$ cat src/rtl/sar_conv_pkg.sv
package sar_conv_pkg;

  typedef enum logic [2:0] {
    ST_IDLE,
    ST_ARM,
    ST_SAMPLE,
    ST_CONV,
    ST_STORE
  } sarState_t;

  typedef struct packed {
    logic loadMsb;
    logic decide;
    logic storeRes;
  } sarCtrl_t;

endpackage

$ cat src/rtl/sar_bit_clock.sv
module sar_bit_clock #(
  parameter int SEL_W = 2
) (
  input  logic             clk,
  input  logic             rstN,
  input  logic             mcEn,
  input  logic [SEL_W-1:0] preSel,
  output logic             bitTick
);
  localparam int DIV_W = SEL_W + 1;

  logic [DIV_W-1:0] divCnt;
  logic [DIV_W-1:0] halfLast;
  logic             atLast;

  // half divisor minus one: preSel directly
  assign halfLast = DIV_W'(preSel);
  assign atLast   = (divCnt >= halfLast);
  assign bitTick  = mcEn && atLast;

  always_ff @(posedge clk) begin
    if (!rstN) begin
      divCnt <= '0;
    end else if (mcEn) begin
      if (atLast) divCnt <= '0;
      else        divCnt <= divCnt + 1'b1;
    end
  end
endmodule

$ cat src/rtl/sar_control.sv
module sar_control
  import sar_conv_pkg::*;
#(
  parameter int RES_W = 10
) (
  input  logic     clk,
  input  logic     rstN,
  input  logic     mcEn,
  input  logic     bitTick,
  input  logic     startReq,
  output sarCtrl_t ctrl,
  output logic     busy,
  output logic     sampleHold,
  output logic     donePulse
);
  localparam int CNT_W = $clog2(RES_W);
  localparam logic [CNT_W-1:0] LAST_BIT = CNT_W'(RES_W - 1);
  localparam logic [CNT_W-1:0] LAST_SMP = CNT_W'(1);

  sarState_t       state;
  logic [CNT_W-1:0] bitCnt;

  always_ff @(posedge clk) begin
    if (!rstN) begin
      state     <= ST_IDLE;
      bitCnt    <= '0;
      donePulse <= 1'b0;
    end else begin
      donePulse <= 1'b0;
      case (state)
        ST_IDLE: begin
          if (startReq) state <= ST_ARM;
        end
        ST_ARM: begin
          if (bitTick) begin
            state  <= ST_SAMPLE;
            bitCnt <= '0;
          end
        end
        ST_SAMPLE: begin
          if (bitTick) begin
            if (bitCnt == LAST_SMP) begin
              state  <= ST_CONV;
              bitCnt <= '0;
            end else begin
              bitCnt <= bitCnt + 1'b1;
            end
          end
        end
        ST_CONV: begin
          if (bitTick) begin
            if (bitCnt == LAST_BIT) state <= ST_STORE;
            else                    bitCnt <= bitCnt + 1'b1;
          end
        end
        ST_STORE: begin
          if (mcEn) begin
            state     <= ST_IDLE;
            donePulse <= 1'b1;
          end
        end
        default: state <= ST_IDLE;
      endcase
    end
  end

  always_comb begin
    ctrl.loadMsb  = (state == ST_SAMPLE) && bitTick && (bitCnt == LAST_SMP);
    ctrl.decide   = (state == ST_CONV) && bitTick;
    ctrl.storeRes = (state == ST_STORE) && mcEn;
  end

  assign busy       = (state != ST_IDLE);
  assign sampleHold = (state == ST_SAMPLE);
endmodule

$ cat src/rtl/sar_datapath.sv
module sar_datapath
  import sar_conv_pkg::*;
#(
  parameter int RES_W = 10
) (
  input  logic             clk,
  input  logic             rstN,
  input  sarCtrl_t         ctrl,
  input  logic             cmpIn,
  output logic [RES_W-1:0] dacCode,
  output logic [RES_W-1:0] result,
  output logic             storeStrobe
);
  localparam logic [RES_W-1:0] MSB_ONE = {1'b1, {(RES_W-1){1'b0}}};

  logic [RES_W-1:0] sarReg;
  logic [RES_W-1:0] trialPtr;

  always_ff @(posedge clk) begin
    if (!rstN) begin
      sarReg      <= '0;
      trialPtr    <= '0;
      result      <= '0;
      storeStrobe <= 1'b0;
    end else begin
      storeStrobe <= ctrl.storeRes;
      if (ctrl.loadMsb) begin
        sarReg   <= MSB_ONE;
        trialPtr <= MSB_ONE;
      end else if (ctrl.decide) begin
        sarReg   <= (cmpIn ? sarReg : (sarReg & ~trialPtr)) | (trialPtr >> 1);
        trialPtr <= trialPtr >> 1;
      end else if (ctrl.storeRes) begin
        result   <= sarReg;
        sarReg   <= '0;
        trialPtr <= '0;
      end
    end
  end

  assign dacCode = sarReg;
endmodule

$ cat src/rtl/sar_conv_timer.sv
module sar_conv_timer
  import sar_conv_pkg::*;
#(
  parameter int RES_W = 10,
  parameter int SEL_W = 2
) (
  input  logic             clk,
  input  logic             rstN,
  input  logic             mcEn,
  input  logic [SEL_W-1:0] preSel,
  input  logic             startReq,
  input  logic             cmpIn,
  output logic             sampleHold,
  output logic [RES_W-1:0] dacCode,
  output logic             busy,
  output logic [RES_W-1:0] result,
  output logic             storeStrobe,
  output logic             donePulse
);
  sarCtrl_t ctrl;
  logic     bitTick;

  sar_bit_clock #(.SEL_W(SEL_W)) i_bitClock (
    .clk(clk), .rstN(rstN), .mcEn(mcEn), .preSel(preSel), .bitTick(bitTick)
  );

  sar_control #(.RES_W(RES_W)) i_control (
    .clk(clk), .rstN(rstN), .mcEn(mcEn), .bitTick(bitTick),
    .startReq(startReq), .ctrl(ctrl), .busy(busy),
    .sampleHold(sampleHold), .donePulse(donePulse)
  );

  sar_datapath #(.RES_W(RES_W)) i_datapath (
    .clk(clk), .rstN(rstN), .ctrl(ctrl), .cmpIn(cmpIn),
    .dacCode(dacCode), .result(result), .storeStrobe(storeStrobe)
  );
endmodule

$ cat config.mk
export PLATFORM = sky130hd
export DESIGN_NAME = sar_conv_timer
export DESIGN_NICKNAME = d
export VERILOG_FILES = /design/src/rtl/sar_conv_pkg.sv /design/src/rtl/sar_bit_clock.sv /design/src/rtl/sar_control.sv /design/src/rtl/sar_datapath.sv /design/src/rtl/sar_conv_timer.sv
export SDC_FILE = /design/constraint.sdc
export NUM_CORES = 1
export LEC_CHECK = 0
export ABC_AREA = 0
export BUFFER_PORTS_ARGS = -buffer_cell sky130_fd_sc_hd__buf_2
export CORE_MARGIN = 10
export CORE_UTILIZATION = 31
export CTS_CLUSTER_DIAMETER = 150
export DETAILED_ROUTE_END_ITERATION = 10
export MAX_ROUTING_LAYER = met4
export PLACE_DENSITY = 0.58
export SLEW_MARGIN = 20
export SYNTH_ARGS = -nofsm -noshare
export SYNTH_HDL_FRONTEND = slang
export SYNTH_SLANG_ARGS = --single-unit
$ cat constraint.sdc
create_clock -name clk -period 3.7 [get_ports clk]
set_input_delay 0.37 -clock clk [delete_from_list [all_inputs] [get_ports clk]]
set_output_delay 0.37 -clock clk [all_outputs]
set_load 0.05 [all_outputs]
---- Word-level counts from Yosys, hierarchy flattened ----
Index checks and enable logic that the tools add are counted.
storage, ports and cells
  bits in registers ....................... 42
  word-level logic and storage cells ...... 70
  output and inout bits ................... 24
operators by class
  bitwise operators ....................... 6
  muxes and demuxes ....................... 22
  reductions and logical operators ........ 15
  magnitude comparators ................... 1
  equal/unequal tests ..................... 14
  add/sub/neg operators ................... 2
operators by type and width
  operator             number
  $mux 10              6
  $mux 3               8
  $mux 4               5
  $pmux 3 s5           1
  $pmux 4 s3           1
  $and 10x10->10       1
  $ne 2x1->1 const B   5
  $not 10->10          1
  $or 10x9->10         1
  $reduce_bool 3->1    3
  $reduce_and 7->1     1
  $eq 3x2->1 const B   2
  $ne 2x2->1 const B   3
  $logic_and 1x1->1    5
  $reduce_and 5->1     1
  $add 4x1->4 const B  1
  $eq 4x1->1 const B   1
  $eq 4x4->1 const B   1
  $add 3x1->3 const B  1
  $eq 3x1->1 const B   1
  $eq 3x3->1 const B   1
  $ge 3x2->1           1
  $logic_not 3->1      1
  $not 1->1            3
  other kinds (5)      5

---- Longest topological paths before layout ----
Gate-level depths: netlist of the first run.
  word-level depth ........................ 6
  gate-level depth with buffers ........... 8
  gate-level depth less buffers ........... 6

---- Hierarchy ----
Synthesis of the first run repeated with hierarchy kept, for this count alone.
second synthesis, totals
  cells, all modules ...................... 221
  area total of the unflattened synthesis .. 1890.6 sq um
modules (own cells, without submodules)
  module         cells each  times used  area each (sq um)
  sar_datapath   144         1           1198.6
  sar_control    58          1           481.7
  sar_bit_clock  19          1           210.2

---- Worst setup path before layout of the first run ----
No wires, ideal clock.
  kind .................................... register to register
  from .................................... reg i_bitClock.divCnt[0]
  to ...................................... reg i_datapath.sarReg[0] (netlist: i_datapath.dacCode[0])
  buffers on the path ..................... 1
  setup slack ............................. 1.905 ns
  stages on the path, launching flop included .. 8
  clock period less this slack ............ 1.795 ns
  arrival time ............................ 1.733 ns
  required time ........................... 3.638 ns
  path through ............................ dfxtp_1 inv_1 ha_1 nand2b_1 a31o_1 buf_6 a311oi_4 a32o_1
between the ends
  longest elaborated chain between the ends .. 5
RTL lines
  what                              RTL line             RTL
  start: declaration                sar_bit_clock.sv:12  logic [DIV_W-1:0] divCnt;
  start signal: assignment          sar_bit_clock.sv:26  else divCnt <= divCnt + 1'b1;
  $ge 3x2->1 (*)                    sar_bit_clock.sv:18  assign atLast = (divCnt >= halfLast);
  $logic_and 1x1->1 (*)             sar_bit_clock.sv:19  assign bitTick = mcEn && atLast;
  $logic_and 1x1->1 (2 in series)   sar_control.sv:68    ctrl.loadMsb = (state == ST_SAMPLE) && bitTick && (bitCnt == LAST_SMP);
  $reduce_or 2->1 (no source line)  --
  end signal: assignment            sar_datapath.sv:31   sarReg <= (cmpIn ? sarReg : (sarReg & ~trialPtr)) | (trialPtr >> 1);
  end: declaration                  sar_datapath.sv:16   logic [RES_W-1:0] sarReg;
Mark *: on every way between the ends. The rest lies on a longest branch, timed or not.
A chain may end at the register's enable or synchronous reset.

---- Worst setup path in the final report of the first run ----
  from .................................... reg i_bitClock.divCnt[0]
  to ...................................... reg i_datapath.sarReg[3] (netlist: i_datapath.dacCode[3])
The elaborated chain is that of the path after synthesis.

==> results of run 1 <==
-- layout make-up --
cell class | count | area [sq um] | area share (%)
clock buffers | 5 | 68.8 | 3.18
clock inverters | 3 | 45.0 | 2.08
inverters | 6 | 22.5 | 1.04
multi-input cells | 143 | 935 | 43.2
flip-flops and latches | 42 | 841 | 38.9
well taps | 75 | 93.8 | 4.34
repair buffers | 31 | 158 | 7.29
-- per-stage QoR --
step	area (sq um)	total power, uW	cells	util [%]	hold slack, ns
final	2160	898	305	36.8	0.432
after global routing	2160	942	305	36.8	0.440
after CTS	2160	912	305	36.8	0.423
after detailed placement	2050	546	297	34.8	0.444
after global placement	2050	546	297	34.8	0.438
after floorplan	1880	535	206	-	0.465
-- Yosys cell counts, drive strengths merged, types with 2 or more instances --
library cell	instances
buf	9
nand3	22
and2	3
a31oi	2
nor4	2
mux2i	3
o22ai	2
clkbuf	6
o211ai	10
dfxtp	42
a32o	9
nand2	26
xnor2	2
nor4b	3
inv	6
ha	5
nor2	9
nand2b	2
and3	2
a21oi	21
-- routing by layer --
layer / GRT usage [%] / share of wire (%) / up-vias
li1: - / - / 804
met4: 3.69 / 1.7 / 0
met1: 11.4 / 50 / 700
met5: - / 0 / -
met2: 13.2 / 43 / 36
met3: 2.61 / 5.7 / 8
-- cells by family (layout without fill, tap and decap cells) --
kind of cell               after synthesis  count (layout)  share of synthesized area, %
adders and majority gates                5               5                          3.33
buffers and inverters                   21              45                          5.40
AOI/OAI and AO/OA                       55              55                          22.4
xor gates and xnor gates                 2               2                         0.934
muxes                                    3               3                          1.60
DFF                                     42              42                          44.8
and+or+nand+nor                         78              78                          21.5
-- worst max-delay path, cell delays in order (launching register included) --
cell and delay (ns):
sky130_fd_sc_hd__dfxtp_1 0.38, sky130_fd_sc_hd__inv_1 0.06, sky130_fd_sc_hd__ha_1 0.26, sky130_fd_sc_hd__nand2b_1 0.17, sky130_fd_sc_hd__a31o_1 0.39, sky130_fd_sc_hd__buf_4 0.26, sky130_fd_sc_hd__a311oi_4 0.46, sky130_fd_sc_hd__a32o_1 0.24
-- registers in the layout, summed over array words and instances, names as in the netlist --
| register | cells |
|---|---|
| i_datapath.result | 10 |
| i_bitClock.divCnt | 3 |
| i_datapath.dacCode | 10 |
| i_datapath.trialPtr | 10 |
| i_control.donePulse | 1 |
| i_control.bitCnt | 4 |
| i_datapath.storeStrobe | 1 |
| i_control.state | 3 |
-- worst max-delay path by stage --
stage | startpoint | endpoint | cells past startpoint | slack (ns)
after floorplan | i_bitClock.divCnt[0]$_SDFFE_PN0P_ | i_datapath.dacCode[0]$_SDFFE_PP0P_ | 7 | 1.91
after global placement | preSel[0] | i_datapath.dacCode[3]$_SDFFE_PP0P_ | 7 | 1.36
after detailed placement | preSel[0] | i_datapath.dacCode[3]$_SDFFE_PP0P_ | 7 | 1.36
after CTS | i_bitClock.divCnt[0]$_SDFFE_PN0P_ | i_datapath.dacCode[3]$_SDFFE_PP0P_ | 7 | 1.41
after global routing | i_bitClock.divCnt[0]$_SDFFE_PN0P_ | i_datapath.dacCode[1]$_SDFFE_PP0P_ | 7 | 1.26
final | i_bitClock.divCnt[0]$_SDFFE_PN0P_ | i_datapath.dacCode[3]$_SDFFE_PP0P_ | 7 | 1.42
-- where the power goes --
group / internal [uW] / total [uW] / leakage [uW] / switching [uW]
Clock: 201 / 363 / 0.0000504 / 162
Combinational: 22.1 / 72.1 / 0.000410 / 50.1
Sequential: 456 / 463 / 0.000339 / 7.36
Total: 678 / 898 / 0.000799 / 219
==> insert_results.sql, run 1 <==
INSERT INTO impl_metrics (metric_group, metric, value, unit) VALUES
('synthesis', 'synth.yosys.warnings', '0', ''),
('route', 'ant_nets', '0', ''),
('cts', 'cts.repair.resized', '0', ''),
('critical_path', 'critical_path.startpoint_type', 'flip-flop', ''),
('critical_path', 'rr_endpoint', 'i_datapath.dacCode[3]$_SDFFE_PP0P_', ''),
('cells_and_area', 'layout_commonest_cell', 'sky130_fd_sc_hd__dfxtp_1', ''),
('die', 'initial_utilization', '31.9', '%'),
('cts', 'cts_htree_levels', '2', ''),
('sta', 'timing.slew.headroom', '40.7', '%'),
('route', 'drt-total-wl', '4210', 'microns'),
('sta', 'rsz_0062_raised_after_global_routing', 'no', ''),
('synthesis', 'synth_top_area_share', '44.8', '%'),
('route', 'drc_errors', '0', ''),
('critical_path', 'reg2reg_slack', '1.42', 'ns'),
('cts', 'cts_max_path_buffers', '2', ''),
('synthesis', 'post_synth_inst_count', '206', ''),
('global_routing', 'grt_first_pass_wirelength', '7180', 'microns'),
('worst_hold_path', 'min_delay_endpoint', 'i_control.bitCnt[1]$_SDFFE_PN0P_', ''),
('route', 'detailroute.via_count', '1548', ''),
('cells_and_area', 'fill_cells', '615', ''),
('synthesis', 'syn-cell-area', '0.00188', 'sq mm'),
('pwr', 'static-leakage-power', '0.000799', 'uW'),
('cts', 'worst_setup_hold_path_clk_slew', '0.08', 'ns'),
('synthesis', 'ffs_w_async_s_r_synth', '0', '%'),
('route', 'routedWlPerCell', '13.8', 'microns'),
('critical_path', 'crit-reg2reg-launch', 'i_bitClock.divCnt[0]$_SDFFE_PN0P_', ''),
('sta', 'fin_ws', '1.42', 'ns'),
('cts', 'cts_root_buf', 'sky130_fd_sc_hd__clkbuf_8', ''),
('synthesis', 'count_of_flip_flops_with_a_built_in_enable_after_synthesis', '0', ''),
('cells_and_area', 'post_route_cells_drive_above_1_share', '20.0', '%'),
('pwr', 'max-vdd-ir-drop', '0.165', 'mV'),
('outcome', 'run_status', 'finished clean', ''),
('critical_path', 'critical_path_required', '3.94', 'ns'),
('die', 'core_area', '0.00589', 'sq mm'),
('cells_and_area', 'insertedDiodeCount', '0', ''),
('die', 'chipHeight', '97.8', 'microns'),
('route', 'first_iter_violations', '87', ''),
('global_routing', 'global_route.overflow_total', '0', ''),
('worst_hold_path', 'min_path_type', 'in2reg', ''),
('cts', 'cts_tree', 'done', ''),
('cells_and_area', 'layout-area-overhead-vs-synth', '15.3', '%'),
('synthesis', 'synth_flop_cell', 'sky130_fd_sc_hd__dfxtp_1', ''),
('placement', 'portBuffers', '30', ''),
('sta', 'timing.fmax', '439', 'MHz'),
('worst_hold_path', 'min_delay_path_depth', '3', ''),
('placement', 'dp.final_hpwl', '3040', 'microns'),
('die', 'die_area', '0.00957', 'sq mm'),
('synthesis', 'most_area_consuming_cells_after_synthesis', 'sky130_fd_sc_hd__dfxtp_1, sky130_fd_sc_hd__nand3_1, sky130_fd_sc_hd__a21oi_1', ''),
('placement', 'globalplace.congestion', '0.734', ''),
('worst_hold_path', 'holdCritStartpoint', 'rstN', ''),
('sta', 'number_of_pins_exceeding_their_max_slew_limit_in_the_final_report', '0', ''),
('cts', 'post-cts-setup-buffer-count', '0', ''),
('global_routing', 'largest_net_degree_at_the_start_of_global_routing', '24', ''),
('sta', 'setup_viol_count_final', '0', ''),
('critical_path', 'worstPathMaxFanout', '14', ''),
('critical_path', 'timing.critical_path.to_type', 'flip-flop', ''),
('die', 'rows', '28', ''),
('synthesis', 'synth_largest_area_cell', 'sky130_fd_sc_hd__dfxtp_1', ''),
('sta', 'timing.final.crit_period', '2.28', 'ns'),
('synthesis', 'yosysUniqueCellTypes', '44', ''),
('critical_path', 'critical_path_arrival', '2.51', 'ns'),
('cells_and_area', 'layout_common_cells', 'sky130_fd_sc_hd__dfxtp_1, sky130_fd_sc_hd__buf_2, sky130_fd_sc_hd__nand2_1, sky130_fd_sc_hd__nand3_1, sky130_fd_sc_hd__a21oi_1', ''),
('sta', 'fin_crit_sh', '61.5', '%'),
('sta', 'finalClockSkew', '0.00932', 'ns'),
('cts', 'clk_latency', '0.30', 'ns'),
('critical_path', 'reg2reg_depth', '7', ''),
('cts', 'clock-sinks', '42', ''),
('placement', 'dp_slack', '1.36', 'ns'),
('synthesis', 'synth.avg_cell_area', '9.11', 'sq um'),
('sta', 'final.setup.tns', '0', 'ns'),
('route', 'dr.pass1.iters', '4', '');
(Power assumes the default switching activity.)
==> run 2, diff against run 1 <==
Clock period 3.7 ns to 2.3 ns, I/O delays scaled along.
==> run 2 against run 1 <==
Effect of this change:
- clock skew down 0.00087 ns
- wire length up 3.3%
- total power up 52%
- die area unchanged
- critical path depth down 1
- utilization up 0.53 points
- cell count up 2.3%
- count of clock-buffer cells in the layout unchanged
- clock power up 35%
- design area up 1.4%
- register-to-register slack worse by 1.1 ns
- global-route usage up 0.41 points
- critical endpoint is now i_datapath.dacCode[8]$_SDFFE_PP0P_
- largest power group unchanged
==> insert_results.sql, run 2 (synthesized netlist as in run 1, its figures left out) <==
INSERT INTO impl_metrics (metric_group, metric, value, unit) VALUES
('outcome', 'run_status', 'finished clean', ''),
('critical_path', 'critical_path_arrival', '2.23', 'ns'),
('cells_and_area', 'post_route_cells_drive_above_1_share', '22.4', '%'),
('sta', 'setup_viol_count_final', '0', ''),
('cts', 'holdBufCountCts', '0', ''),
('worst_hold_path', 'min_path_type', 'in2reg', ''),
('critical_path', 'timing.critical_path.to_type', 'flip-flop', ''),
('global_routing', 'global_route.overflow_total', '0', ''),
('cts', 'worst_setup_hold_path_clk_slew', '0.08', 'ns'),
('run', 'maxCapViolations', '0', ''),
('sta', 'rsz_0062_raised_after_global_routing', 'no', ''),
('global_routing', 'largest_net_degree_at_the_start_of_global_routing', '24', ''),
('critical_path', 'path_class', 'reg2reg', ''),
('pwr', 'internal_power_of_the_cells', '994', 'uW'),
('pwr', 'power_frac_clock', '35.9', '%'),
('sta', 'timing.hold.ws', '0.286', 'ns'),
('cells_and_area', 'layout_commonest_cell', 'sky130_fd_sc_hd__dfxtp_1', ''),
('cts', 'cts.repair.resized', '0', ''),
('cts', 'post-cts-setup-buffer-count', '0', ''),
('critical_path', 'worstPathMaxFanout', '9', ''),
('die', 'core_area', '0.00589', 'sq mm'),
('die', 'initial_utilization', '31.9', '%'),
('placement', 'globalplace.congestion', '0.765', ''),
('route', 'routedWlPerCell', '13.9', 'microns'),
('sta', 'timing.final.crit_period', '1.99', 'ns'),
('global_routing', 'grt_pass1_vias', '1510', ''),
('route', 'drt-total-wl', '4350', 'microns'),
('cts', 'cts_tree', 'done', ''),
('cts', 'clock-sinks', '42', ''),
('die', 'die_area', '0.00957', 'sq mm'),
('die', 'die-width', '97.8', 'microns'),
('cells_and_area', 'final_nets', '248', ''),
('route', 'post_drt_via_cell_ratio', '5.09', ''),
('cts', 'cts_htree_levels', '2', ''),
('sta', 'timing.slew.headroom', '53.0', '%'),
('die', 'num_io_pins', '31', ''),
('placement', 'dp.final_hpwl', '3110', 'microns'),
('sta', 'number_of_pins_exceeding_their_max_slew_limit_in_the_final_report', '0', ''),
('pwr', 'power_density', '622', 'mW/mm^2'),
('sta', 'finalClockSkew', '0.00845', 'ns'),
('placement', 'portBuffers', '30', ''),
('route', 'ant_nets', '0', ''),
('critical_path', 'critical_path_required', '2.54', 'ns'),
('cts', 'cts-buffers-inserted', '5', ''),
('pwr', 'max-vdd-ir-drop', '0.227', 'mV'),
('pwr', 'p_seq_share', '54.1', '%'),
('cells_and_area', 'layout_common_cells', 'sky130_fd_sc_hd__dfxtp_1, sky130_fd_sc_hd__buf_2, sky130_fd_sc_hd__nand2_1, sky130_fd_sc_hd__nand3_1, sky130_fd_sc_hd__a21oi_1', ''),
('cts', 'cts_max_path_buffers', '2', ''),
('route', 'first_iter_violations', '111', ''),
('global_routing', 'grt_first_pass_wirelength', '7590', 'microns'),
('cells_and_area', 'insertedDiodeCount', '0', ''),
('sta', 'count_of_endpoints_failing_hold_in_the_final_timing_report', '0', ''),
('sta', 'final.setup.tns', '0', 'ns'),
('cells_and_area', 'layout-area-overhead-vs-synth', '16.9', '%'),
('route', 'drc_errors', '0', ''),
('pwr', 'p_sw_share', '27.2', '%'),
('pwr', 'switchingPower', '371', 'uW'),
('global_routing', 'grt.total_usage', '9.43', '%'),
('global_routing', 'initial_antenna_violation_count', '0', ''),
('cts', 'cts_root_buf', 'sky130_fd_sc_hd__clkbuf_8', ''),
('pwr', 'combinationalPowerShare', '9.9', '%'),
('sta', 'measured_slew_at_the_worst_slew_check_pin', '0.704', 'ns'),
('route', 'detailroute.via_count', '1589', ''),
('critical_path', 'critical_path.startpoint_type', 'flip-flop', ''),
('cts', 'clk_latency', '0.30', 'ns'),
('pwr', 'static-leakage-power', '0.000823', 'uW'),
('die', 'rows', '28', ''),
('route', 'dr.pass1.iters', '4', ''),
('die', 'chipHeight', '97.8', 'microns'),
('sta', 'fin_crit_sh', '86.5', '%'),
('sta', 'timing.fmax', '503', 'MHz');
run 2: cell types whose count changed in the layout (fill, tap and decap cells not counted):
cell                        before  now
sky130_fd_sc_hd__inv_6           0    1
sky130_fd_sc_hd__buf_4           1    8
sky130_fd_sc_hd__bufinv_16       1    0
run 2: final timing paths:
path                                                         from                            endpoint  slack, ns  cells after the start
worst min register to register  i_datapath.result[0]$_SDFFE_PN0P_   i_datapath.result[0]$_SDFFE_PN0P_       0.45                      2
worst max-delay path            i_bitClock.divCnt[0]$_SDFFE_PN0P_  i_datapath.dacCode[8]$_SDFFE_PP0P_       0.31                      6
worst min-delay path                                         rstN    i_control.bitCnt[1]$_SDFFE_PN0P_       0.29                      3
worst max register to register  i_bitClock.divCnt[0]$_SDFFE_PN0P_  i_datapath.dacCode[8]$_SDFFE_PP0P_       0.31                      6
run 2: power by group through the flow:
stage                     combinational [uW]  sequential [uW]  clock, uW
after detailed placement                 136              757          0
after global routing                     151              741        528
after global placement                   137              756          0
after floorplan                          104              756          0
after CTS                                137              740        507
final                                    136              739        491
run 2: layer usage:
| metal | vias up | GRT usage (%) | share of wire, % |
|---|---|---|---|
| met5 | - | - | 0 |
| met2 | 30 | 13.5 | 43 |
| met3 | 5 | 2.40 | 4.3 |
| met1 | 741 | 12.5 | 52 |
| met4 | 0 | 3.36 | 0.74 |
| li1 | 813 | - | - |
run 2: final cells by class:
cell class / count / area [sq um]
clock buffers: 5 / 68.8
clock inverters: 3 / 23.8
fillers: 624 / 3690
inverters: 6 / 22.5
multi-input cells: 143 / 935
flip-flops and latches: 42 / 841
well taps: 75 / 93.8
repair buffers: 38 / 210
run 2: metrics by stage:
| step | setup WS, ns | total power, uW | util, % | std cells | area (sq um) |
|---|---|---|---|---|---|
| after floorplan | 0.505 | 860 | - | 206 | 1880 |
| after global placement | 0.346 | 893 | 35.7 | 304 | 2100 |
| after detailed placement | 0.303 | 893 | 35.7 | 304 | 2100 |
| after CTS | 0.284 | 1380 | 37.3 | 312 | 2190 |
| after global routing | 0.173 | 1420 | 37.3 | 312 | 2190 |
| final | 0.311 | 1370 | 37.3 | 312 | 2190 |
run 2: worst max-delay path, cell delays in order, from the launching register on:
cell and delay (ns):
sky130_fd_sc_hd__dfxtp_1 0.38, sky130_fd_sc_hd__inv_1 0.06, sky130_fd_sc_hd__ha_1 0.26, sky130_fd_sc_hd__nand2b_1 0.17, sky130_fd_sc_hd__a31o_1 0.33, sky130_fd_sc_hd__a311oi_4 0.51, sky130_fd_sc_hd__a32o_1 0.24
